[config.mk]
export PLATFORM = sky130hd
export DESIGN_NAME = bwe_ctrl
export DESIGN_NICKNAME = d
export VERILOG_FILES = /design/src/rtl/bwe_pkg.sv /design/src/rtl/bwe_lane_decode.sv /design/src/rtl/bwe_strobe_reg.sv /design/src/rtl/bwe_lane_array.sv /design/src/rtl/bwe_ctrl.sv
export SDC_FILE = /design/constraint.sdc
export NUM_CORES = 1
export LEC_CHECK = 0
export ABC_CLOCK_PERIOD_IN_PS = 6100
export BUFFER_PORTS_ARGS = -buffer_cell sky130_fd_sc_hd__buf_2
export CAP_MARGIN = 10
export CORE_MARGIN = 2
export CORE_UTILIZATION = 55
export DETAILED_ROUTE_END_ITERATION = 10
export PLACE_DENSITY = 0.72
export SYNTH_ARGS = -nofsm -noshare
export SYNTH_HDL_FRONTEND = slang
export SYNTH_SLANG_ARGS = --single-unit
[constraint.sdc]
create_clock -name clk -period 6.1 [get_ports clk]
set_input_delay 1.22 -clock clk [delete_from_list [all_inputs] [get_ports clk]]
set_output_delay 1.22 -clock clk [all_outputs]
set_load 0.1 [all_outputs]
[src/rtl/bwe_pkg.sv]
package bwe_pkg;
   typedef enum logic [1:0] {
      WR_NONE  = 2'd0,
      WR_LANES = 2'd1,
      WR_ALL   = 2'd2
   } wr_kind_e;
endpackage

[src/rtl/bwe_lane_decode.sv]
module bwe_lane_decode #(
   parameter int LANES = 4
) (
   input  logic             gw_n,
   input  logic             bwe_n,
   input  logic [LANES-1:0] bw_n,
   output logic [LANES-1:0] strobe_d
);
   import bwe_pkg::*;

   wr_kind_e kind;

   always_comb begin
      if (!gw_n)       kind = WR_ALL;
      else if (!bwe_n) kind = WR_LANES;
      else             kind = WR_NONE;
   end

   for (genvar g = 0; g < LANES; g++) begin : g_lane
      always_comb begin
         unique case (kind)
            WR_ALL:   strobe_d[g] = 1'b1;
            WR_LANES: strobe_d[g] = ~bw_n[g];
            default:  strobe_d[g] = 1'b0;
         endcase
      end
   end
endmodule

[src/rtl/bwe_strobe_reg.sv]
module bwe_strobe_reg #(
   parameter int LANES  = 4,
   parameter int LANE_W = 9,
   parameter int ADDR_W = 4
) (
   input  logic                    clk,
   input  logic                    rst_n,
   input  logic [LANES-1:0]        strobe_d,
   input  logic [ADDR_W-1:0]       addr_d,
   input  logic [LANES*LANE_W-1:0] data_d,
   output logic [LANES-1:0]        strobe_q,
   output logic [ADDR_W-1:0]       addr_q,
   output logic [LANES*LANE_W-1:0] data_q
);
   always_ff @(posedge clk or negedge rst_n) begin
      if (!rst_n) begin
         strobe_q <= '0;
         addr_q   <= '0;
         data_q   <= '0;
      end else begin
         strobe_q <= strobe_d;
         addr_q   <= addr_d;
         data_q   <= data_d;
      end
   end
endmodule

[src/rtl/bwe_lane_array.sv]
module bwe_lane_array #(
   parameter int LANES  = 4,
   parameter int LANE_W = 9,
   parameter int ADDR_W = 4
) (
   input  logic                    clk,
   input  logic [LANES-1:0]        we,
   input  logic [ADDR_W-1:0]       waddr,
   input  logic [LANES*LANE_W-1:0] wdata,
   input  logic [ADDR_W-1:0]       raddr,
   output logic [LANES*LANE_W-1:0] rdata
);
   localparam int DEPTH = 1 << ADDR_W;

   for (genvar g = 0; g < LANES; g++) begin : g_lane
      logic [LANE_W-1:0] mem [DEPTH];

      always_ff @(posedge clk) begin
         if (we[g]) mem[waddr] <= wdata[g*LANE_W +: LANE_W];
      end

      assign rdata[g*LANE_W +: LANE_W] = mem[raddr];
   end
endmodule

[src/rtl/bwe_ctrl.sv]
module bwe_ctrl #(
   parameter int LANES  = 4,
   parameter int LANE_W = 9,
   parameter int ADDR_W = 4
) (
   input  logic                    clk,
   input  logic                    rst_n,
   input  logic                    gw_n,
   input  logic                    bwe_n,
   input  logic [LANES-1:0]        bw_n,
   input  logic [ADDR_W-1:0]       addr,
   input  logic [LANES*LANE_W-1:0] wdata,
   input  logic [ADDR_W-1:0]       rd_addr,
   output logic [LANES-1:0]        lane_we,
   output logic [LANES*LANE_W-1:0] rd_data
);
   localparam int WORD_W = LANES * LANE_W;

   initial begin
      if (LANES < 1 || LANES > 16) $error("LANES out of range");
      if (LANE_W < 1)              $error("LANE_W must be positive");
      if (ADDR_W < 1 || ADDR_W > 8) $error("ADDR_W out of range");
   end

   logic [LANES-1:0]  strobe_d;
   logic [ADDR_W-1:0] addr_q;
   logic [WORD_W-1:0] data_q;

   bwe_lane_decode #(.LANES(LANES)) u_dec (
      .gw_n     (gw_n),
      .bwe_n    (bwe_n),
      .bw_n     (bw_n),
      .strobe_d (strobe_d)
   );

   bwe_strobe_reg #(.LANES(LANES), .LANE_W(LANE_W), .ADDR_W(ADDR_W)) u_reg (
      .clk      (clk),
      .rst_n    (rst_n),
      .strobe_d (strobe_d),
      .addr_d   (addr),
      .data_d   (wdata),
      .strobe_q (lane_we),
      .addr_q   (addr_q),
      .data_q   (data_q)
   );

   bwe_lane_array #(.LANES(LANES), .LANE_W(LANE_W), .ADDR_W(ADDR_W)) u_arr (
      .clk   (clk),
      .we    (lane_we),
      .waddr (addr_q),
      .wdata (data_q),
      .raddr (rd_addr),
      .rdata (rd_data)
   );
endmodule

==> run metrics, run 1 <==
Mapped Area=23130 um2; Worst R2R Setup Slack=between 3 and 4 ns; Tcrit/Tclk final=0.7557; CTS clk-pin slew, worst paths=about 0.060 ns; # resized after CTS=0; gr usage total=0.2224; kind of critical path=in2out; Die Span Y=approximately 210 um; fill count=~2700; die area=~44000 um2; register area share after synthesis=0.7955; register area=~18000 um2; Syn Nets=1069; placer congestion estimate=0.7662; R2R Path End=u_arr.g_lane[3].mem[4][2]; vias in the first global route=10990; crit path cell chain=buf_8 > buf_12 > mux4_2 > a22oi_1 > nand2_1 > buf_2; clock network power share=0.402; Slowest cell on crit path=mux4_2; post-layout min period=about 4.6 ns; CP peak stage delay=~0.54 ns; CP startpoint kind=primary input; ant diodes=0; Max Clock Freq=around 220 MHz; initial core utilization=0.5538; WP data required=4.88 ns; Worst Reg-to-Reg Cells=3; Final Setup Violations=0; Slew HR=0.2104; max-slew violations=0; first-pass GRT wire length=a little over 70000 um; core area=approximately 42000 um2; power per cell area=approximately 350 nW/um2; setup repair bufs after CTS=0; Num CTS Buffers=58; Switch Pwr=2012 uW; Die Span X=around 210 um; Routed WL=47420 um; via count=around 11000; worst setup path start=rd_addr[0]; Comb power frac=0.067; CP Capture Type=output pin; cell area after layout=26130 um2; Final Non-Filler Cells=~1700; DP Area=~24000 um2; max-cap check violation count=0; 1st-pass router iterations=6; CTS Buffer Depth=3; dpl cells=about 1600; status=completed; Nets=between 1000 and 1500; Hold Vio Cnt, Final=0; share of layout cells above drive strength 1=0.2878; area of the multi-input gates=4488 um2; DR iter-0 viols=1046; syn avg cell area=about 23 um2; critical path arrival=roughly 3.4 ns; worst hold path type=in2reg; Internal=7119 uW; Reg-to-Reg Start=u_reg.addr_q[3]; DRC=0; I/O Buffers=between 90 and 100; Syn. warnings=0; I/O Pins=just over 90; initial antenna violation count=1; setup TNS=0 ns; Final ANT Viol Nets=0; Syn Inst Count=slightly above 1000; Syn-to-layout area delta=12.97%; Avg WL per Cell=approximately 28 um; H-tree Lvls=2; FF+latch count, synth=620; switching share of power=0.2204; Final Skew=0.01501 ns; Detailed Place HPWL=26890 um; Yosys cell types=16; worst slew pin tran=~1.2 ns; via/cell ratio=between 6 and 7; GRT overflow=0; Hold Buf Count CTS=0; largest net degree at the start of global routing=69; CP endpoint=rd_data[16]; CTS Sinks=a little over 600; crit path max fanout=just over 50; TritonCTS clock tree=built; Lkg Pwr=~0.0086 uW; Clk Tree Root Cell=clkbuf_16; Worst-Skew Late Latency=~0.61 ns; row count=75; sequential share of power=0.531; VDD IR max=about 0.00023 V; RSZ-0062 raised after global routing=false
cell usage in the layout (no fill, tap or decap), types with 2 or more instances in the layout:
master | Yosys | final
clkinvlp_4 | 0 | 3
clkbuf_1 | 25 | 15
nand2b_1 | 4 | 4
buf_2 | 17 | 89
nand2_1 | 38 | 38
a22oi_1 | 72 | 72
clkbuf_16 | 0 | 61
bufinv_16 | 0 | 8
o21ai_0 | 4 | 4
clkinv_2 | 0 | 16
edfxtp_1 | 576 | 576
clkinv_1 | 0 | 6
nor2b_4 | 0 | 2
buf_12 | 0 | 4
nor3_1 | 6 | 6
dfrtp_1 | 44 | 44
buf_4 | 0 | 7
and2_1 | 65 | 64
mux4_2 | 144 | 144
nor2_1 | 10 | 9
registers in the layout (all words and copies together) (netlist names):
register and cells:
u_reg.data_q 36, u_reg.addr_q 4, u_arr.g_lane.mem 576, u_reg.strobe_q 4
worst min-delay path by stage:
stage | from | end | cells past startpoint
CTS | wdata[1] | u_reg.data_q[1] | 1
global placement | u_reg.data_q[35] | u_arr.g_lane[3].mem[6][8] | 0
finish | wdata[1] | u_reg.data_q[1] | 1
global route | wdata[1] | u_reg.data_q[1] | 1
floorplan | u_reg.data_q[0] | u_arr.g_lane[0].mem[0][0] | 0
detailed placement | u_reg.data_q[19] | u_arr.g_lane[2].mem[9][1] | 0
per-layer routing:
layer  GRT usage  wire, um
met4     0.06281      1078
met3     0.04944      4142
met1      0.3234     19400
met2      0.3468     22800
met5           0         0
synth_stat cells:
library cell,n,share of area
a22oi_1,72,0.023
and2_1,65,0.018
buf_1,2,0.00032
buf_2,17,0.0037
buf_6,7,0.0034
clkbuf_1,25,0.0041
dfrtp_1,44,0.048
edfxtp_1,576,0.75
mux4_2,144,0.14
nand2_1,38,0.0062
nand2b_1,4,0.0011
nor2_1,10,0.0016
nor2b_1,2,0.00054
nor3_1,6,0.0013
nor4_1,1,0.00027
o21ai_0,4,0.00087
power groups by stage:
stage	sequential (uW)	combinational [uW]	clock (uW)
global placement	4920	613	0
detailed placement	4940	617	0
CTS	4850	619	3730
finish	4850	611	3670
floorplan	4910	461	0
global route	4860	641	3890
kinds of logic (layout without fill, tap and decap cells):
logic type,Yosys count,in the layout,share of synthesized area
multiplexers,144,144,0.1402
buffers and inverters,51,212,0.01147
AO/OA/AOI/OAI,76,76,0.02424
AND/OR/NAND/NOR,126,126,0.02857
flip-flops,620,620,0.7955
stage by stage:
stage	hold slack (ns)	total power [uW]	utilization	setup WS (ns)
floorplan	0.6467	5372	-	1.948
global placement	0.7300	5537	0.5787	1.449
detailed placement	0.7359	5552	0.5787	1.448
CTS	0.6869	9191	0.6256	1.450
global route	0.6820	9388	0.6256	1.345
finish	0.7090	9132	0.6256	1.490
worst max-delay path, delay by kind of cell:
family                 cells  cell delay, ns
buffers and inverters      3            1.10
AOI/OAI and AO/OA          1            0.26
and+or+nand+nor            1            0.14
muxes                      1            0.54
cell type report:
type	count	share of cell area
Tap cell	539	0.02581
Timing Repair Buffer	102	0.02313
Clock buffer	77	0.06111
Clock inverter	33	0.01398
Multi-Input combinational cell	346	0.1718
Sequential cell	620	0.7042
Note: power is estimated with default switching activity, not from simulation.
==> run 2: changes to the inputs <==
--- a/config.mk
+++ b/config.mk
@@ -5,13 +5,13 @@
 export SDC_FILE = /design/constraint.sdc
 export NUM_CORES = 1
 export LEC_CHECK = 0
-export ABC_CLOCK_PERIOD_IN_PS = 6100
+export ABC_CLOCK_PERIOD_IN_PS = 4200
 export BUFFER_PORTS_ARGS = -buffer_cell sky130_fd_sc_hd__buf_2
 export CAP_MARGIN = 10
 export CORE_MARGIN = 2
 export CORE_UTILIZATION = 55
 export DETAILED_ROUTE_END_ITERATION = 10
-export PLACE_DENSITY = 0.72
+export PLACE_DENSITY = 0.75
 export SYNTH_ARGS = -nofsm -noshare
 export SYNTH_HDL_FRONTEND = slang
 export SYNTH_SLANG_ARGS = --single-unit
==> constraint.sdc (replaced) <==
create_clock -name clk -period 4.2 [get_ports clk]
set_input_delay 0.84 -clock clk [delete_from_list [all_inputs] [get_ports clk]]
set_output_delay 0.84 -clock clk [all_outputs]
set_load 0.1 [all_outputs]
==> run metrics, run 2 (synthesis results as in run 1) <==
max reg flops=576 (unchanged); WP data required=3.36 ns (-1.52 ns); CP top delay family=buffers and inverters; Tcrit/Tclk final=0.8531; placer congestion estimate=0.7659 (about the same); DR iter-0 viols=1218 (+16%); crit path cell chain=buf_8 > buf_4 > mux4_2 > a22oi_1 > nand2_1 > buf_2; core area=41760 um2 (unchanged); Hold Vio Cnt, Final=0 (unchanged); via count=10720 (-0.065%); Largest Register=u_arr.g_lane.mem; Max Clock Freq=between 200 and 300 MHz; CTS Buffer Depth=3 (unchanged); Slowest cell on crit path=mux4_2; I/O Pins=92 (unchanged); row count=75 (unchanged); CP Capture Type=output pin; # resized after CTS=0 (unchanged); first-pass GRT wire length=70600 um (-0.17%); critical path arrival=2.74 ns (-0.65 ns); 1st-pass router iterations=6 (unchanged); H-tree Lvls=2 (unchanged); Final Skew=0.01571 ns (+0.0006950 ns); initial antenna violation count=0 (-1); worst path buffer plus inverter count=3 (unchanged); post-layout min period=between 3 and 4 ns; Final ANT Viol Nets=0 (unchanged); kind of critical path=in2out; commonest non-fill, non-tap cell in the layout=edfxtp_1; Slew HR=0.4877 (+0.2774); max-cap check violation count=0 (unchanged); dpl ws=0.6445 ns (-0.8030 ns); setup repair bufs after CTS=0 (unchanged); CP startpoint kind=primary input; biggest regs=u_arr.g_lane.mem (576), u_reg.data_q (36); Clk Tree Root Cell=clkbuf_16; via/cell ratio=6.221 (-0.41%); leading cell types in the layout, fill and taps excluded=edfxtp_1, mux4_2, buf_2; vias in the first global route=11060 (+0.65%); Hold Buf Count CTS=0 (unchanged); Nets=1189 (+0.76%); Avg WL per Cell=27.65 um (+0.12%); Syn-to-layout area delta=12.51%; Routed WL=47640 um (+0.47%); largest net degree at the start of global routing=43 (-38%); gr usage total=0.2237 (+0.001268); CP peak stage delay=0.56 ns (+0.02 ns); crit path max fanout=23 (-55%); Worst-Skew Late Latency=0.62 ns (about the same); ant diodes=0 (unchanged); Worst Reg-to-Reg Cells=3 (unchanged); GRT overflow=0 (unchanged); fill count=2723 (+0.41%); status=completed; Die Span X=209.1 um (unchanged); setup TNS=0 ns (unchanged); max-slew violations=0 (unchanged); Die Span Y=209.1 um (unchanged); power per cell area=493.1 nW/um2 (+41%); Lkg Pwr=0.008536 uW (-0.52%); RSZ-0062 raised after global routing=false; VDD IR max=0.0003208 V (+37%); I/O Buffers=91 (unchanged); Worst R2R Setup Slack=1.78 ns (-2.09 ns); Detailed Place HPWL=27470 um (+2.1%); Num CTS Buffers=58 (unchanged); worst slew pin tran=0.7684 ns (-0.4160 ns); TritonCTS clock tree=built; Reg-to-Reg Start=u_reg.addr_q[2]; worst hold path type=in2async; initial core utilization=0.5538 (unchanged); R2R Path End=u_arr.g_lane[1].mem[8][2]; CTS clk-pin slew, worst paths=0.06 ns (about the same); CTS Sinks=620 (unchanged); die area=43710 um2 (unchanged); share of layout cells above drive strength 1=0.2829 (-0.004837); DRC=0 (unchanged); final setup margin=0.6170 ns (-0.8733 ns); Final Setup Violations=0 (unchanged)
==> run 2: cell count changes in the layout (fill, tap and decap cells not counted), sizes merged <==
cell / delta
bufinv: -7
clkinvlp: -2
buf: +9
clkbuf: +8
clkinv: -2
==> run 2: per-layer routing <==
metal | global-route usage | vias up | share of wire
li1 | - | 4480 | -
met3 | 0.04463 | 101 | 0.070
met1 | 0.3178 | 5620 | 0.41
met2 | 0.3533 | 518 | 0.49
met4 | 0.07906 | 0 | 0.032
met5 | 0 | - | 0
==> run 2: worst max-delay path by stage <==
stage	cells after the start	startpoint	slack, ns	endpoint
5_1_grt	6	rd_addr[0]	0.53	rd_data[23]
2_1_floorplan	5	rd_addr[0]	0.81	rd_data[10]
4_1_cts	6	rd_addr[0]	0.59	rd_data[23]
3_5_place_dp	6	rd_addr[0]	0.64	rd_data[28]
6_report	6	rd_addr[0]	0.62	rd_data[23]
3_3_place_gp	6	rd_addr[0]	0.66	rd_data[24]
==> run 2: per-stage QoR <==
stage          area, um2  cells  hold slack (ns)  power, uW    util
6_report           26020   1723           0.2230      12830  0.6231
5_1_grt            26020   1723           0.2510      13210  0.6231
4_1_cts            26020   1723           0.2485      12900  0.6231
3_5_place_dp       24260   1616           0.7424       8071  0.5809
3_3_place_gp       24260   1616           0.7215       8045  0.5809
2_1_floorplan      23130   1017           0.5444       7802       -
==> run 2: layout make-up <==
cell class	instances	area (um2)	area share
timing repair buffer	111	696.9	0.02678
clock buffer	85	1637	0.06290
tap	539	674.4	0.02592
clock inverter	22	126.4	0.004857
multi-input combinational	346	4488	0.1725
sequential	620	18400	0.7071
==> run 2: power breakdown <==
| group | internal (uW) | switching, uW |
|---|---|---|
| Clock | 2750 | 2150 |
| Sequential | 6920 | 121 |
| Combinational | 268 | 628 |
==> run 2: worst register-to-register path: cells and delay by family (launching register included) <==
| family | cells | cell delay [ns] |
|---|---|---|
| simple gates | 3 | 1.54 |
| flops | 1 | 0.50 |
==> run 3: changes to the inputs <==
--- a/config.mk
+++ b/config.mk
@@ -10,7 +10,9 @@
 export CAP_MARGIN = 10
 export CORE_MARGIN = 2
 export CORE_UTILIZATION = 55
+export CTS_BUF_LIST = sky130_fd_sc_hd__clkbuf_8
 export DETAILED_ROUTE_END_ITERATION = 10
+export GPL_TIMING_DRIVEN = 0
 export PLACE_DENSITY = 0.75
 export SYNTH_ARGS = -nofsm -noshare
 export SYNTH_HDL_FRONTEND = slang
==> run metrics, run 3 (synthesis results as in run 1) <==
CP startpoint kind=primary input; VDD IR max=0.0002776 V (-13%); DRC=0 (unchanged); post-layout min period=3.998 ns (+0.4151 ns); status=completed; Hold Vio Cnt, Final=0 (unchanged); first-pass GRT wire length=73490 um (+4.1%); worst slew pin tran=1.076 ns (+0.3078 ns); Largest Register=u_arr.g_lane.mem; die area=43710 um2 (unchanged); row count=75 (unchanged); setup repair bufs after CTS=0 (unchanged); Max Clock Freq=250.1 MHz (-10%); Die Span X=209.1 um (unchanged); DP Area=24270 um2 (about the same); smallest hold slack=0.1788 ns (-0.04417 ns); Nets=1254 (+5.5%); Final ANT Viol Nets=0 (unchanged); TritonCTS clock tree=built; I/O Buffers=89 (-2.2%); # resized after CTS=0 (unchanged); crit path max fanout=10 (-57%); CP peak stage delay=0.72 ns (+0.16 ns); Num CTS Buffers=93 (+60%); CP Capture Type=output pin; kind of critical path=in2out; max-cap check violation count=0 (unchanged); share of layout cells above drive strength 1=0.2944 (+0.01150); power per cell area=479.8 nW/um2 (-2.7%); Routed WL=49790 um (+4.5%); 1st-pass router iterations=6 (unchanged); I/O Pins=92 (unchanged); initial core utilization=0.5538 (unchanged); Tcrit/Tclk final=0.9519 (+0.09884); CTS Sinks=620 (unchanged); largest net degree at the start of global routing=29 (-33%); placer congestion estimate=0.7945 (+3.7%); commonest non-fill, non-tap cell in the layout=edfxtp_1; worst hold path type=in2async; CP top delay family=buffers and inverters; CTS Buffer Depth=3 (unchanged); WP data required=3.36 ns (about the same); Syn-to-layout area delta=12.36%; Die Span Y=209.1 um (unchanged); worst path buffer plus inverter count=3 (unchanged); ant diodes=0 (unchanged); max reg flops=576 (unchanged); Slew HR=0.2759 (-0.2118); vias in the first global route=11580 (+4.6%); biggest regs=u_arr.g_lane.mem (576), u_reg.data_q (36); Hold Buf Count CTS=0 (unchanged); GRT overflow=0 (unchanged); Avg WL per Cell=27.41 um (-0.85%); crit path cell chain=buf_2 > nor2_1 > clkbuf_1 > a22oi_1 > nand2_1 > buf_2; critical path arrival=3.16 ns (+0.42 ns); via/cell ratio=6.104 (-1.9%); cell mode on critical path=buf_2; Detailed Place HPWL=31070 um (+13%); initial antenna violation count=0 (unchanged); cell area after layout=25980 um2 (-0.13%); Lkg Pwr=0.008673 uW (+1.6%); leading cell types in the layout, fill and taps excluded=edfxtp_1, mux4_2, buf_2; core area=41760 um2 (unchanged); CTS clk-pin slew, worst paths=0.06 ns (about the same); H-tree Lvls=3 (+1); Slowest cell on crit path=nor2_1; RSZ-0062 raised after global routing=false; setup TNS=0 ns (unchanged); max-slew violations=0 (unchanged); Final Setup Violations=0 (unchanged); DR iter-0 viols=1232 (+1.1%); gr usage total=0.2348 (+0.01110); via count=11090 (+3.4%); Clk Tree Root Cell=clkbuf_8; Worst-Skew Late Latency=0.66 ns (+0.04 ns); Final Skew=0.02770 ns (+0.01199 ns)
==> run 3: cell count changes in the layout (fill, tap and decap cells not counted), moves of 3 or more <==
cell	before	now
clkbuf_8	2	102
clkbuf_16	61	0
inv_1	0	34
buf_2	89	106
buf_4	14	0
clkinv_1	9	18
buf_6	1	7
buf_12	6	1
clkbuf_1	22	25
clkinvlp_4	1	4
==> run 3: worst register-to-register path, cell delays in order (launching register included) <==
cell,delay [ns]
dfrtp_1,0.49
nor4_1,0.96
and2_1,0.64
==> run 3: cell type report <==
class | instances | area [um2]
sequential | 620 | 18400
fill | 2779 | 15770
multi-input combinational | 346 | 4464
clock buffer | 102 | 1404
tap | 539 | 674.4
timing repair buffer | 90 | 465.4
clock inverter | 68 | 314.1
buffer | 51 | 265.3
==> run 3: path summary, 6_finish.rpt <==
path	start	cells past startpoint	to	slack, ns
min in group clk	addr[1]	1	u_reg.addr_q[1]	0.29
max reg2reg	u_reg.addr_q[1]	2	u_arr.g_lane[1].mem[0][2]	1.73
min reg2reg	u_reg.data_q[16]	0	u_arr.g_lane[1].mem[0][7]	0.74
max in group asynchronous	rst_n	2	u_reg.data_q[1]	3.44
max	rd_addr[2]	6	rd_data[22]	0.20
min	rst_n	1	u_reg.data_q[19]	0.18
==> run 3: metal layers <==
layer  routed length (um)  global-route usage
met1                19380              0.3155
met3                 4254             0.06026
met5                    0                   0
met4                 1582             0.08498
met2                24560              0.3785
==> run 3: per-stage QoR <==
step	worst slack, ns	total power, uW	instances	util
after global routing	0.009879	12870	1816	0.6223
after global placement	0.09600	8059	1645	0.5806
after CTS	0.1752	12550	1816	0.6223
after detailed placement	0.1810	8089	1646	0.5811
after floorplan	0.8083	7802	1017	-
final	0.2019	12470	1816	0.6223
==> run 3: power by group <==
group / internal, uW / switching, uW
Combinational: 264 / 650
Clock: 2290 / 2220
Sequential: 6920 / 118
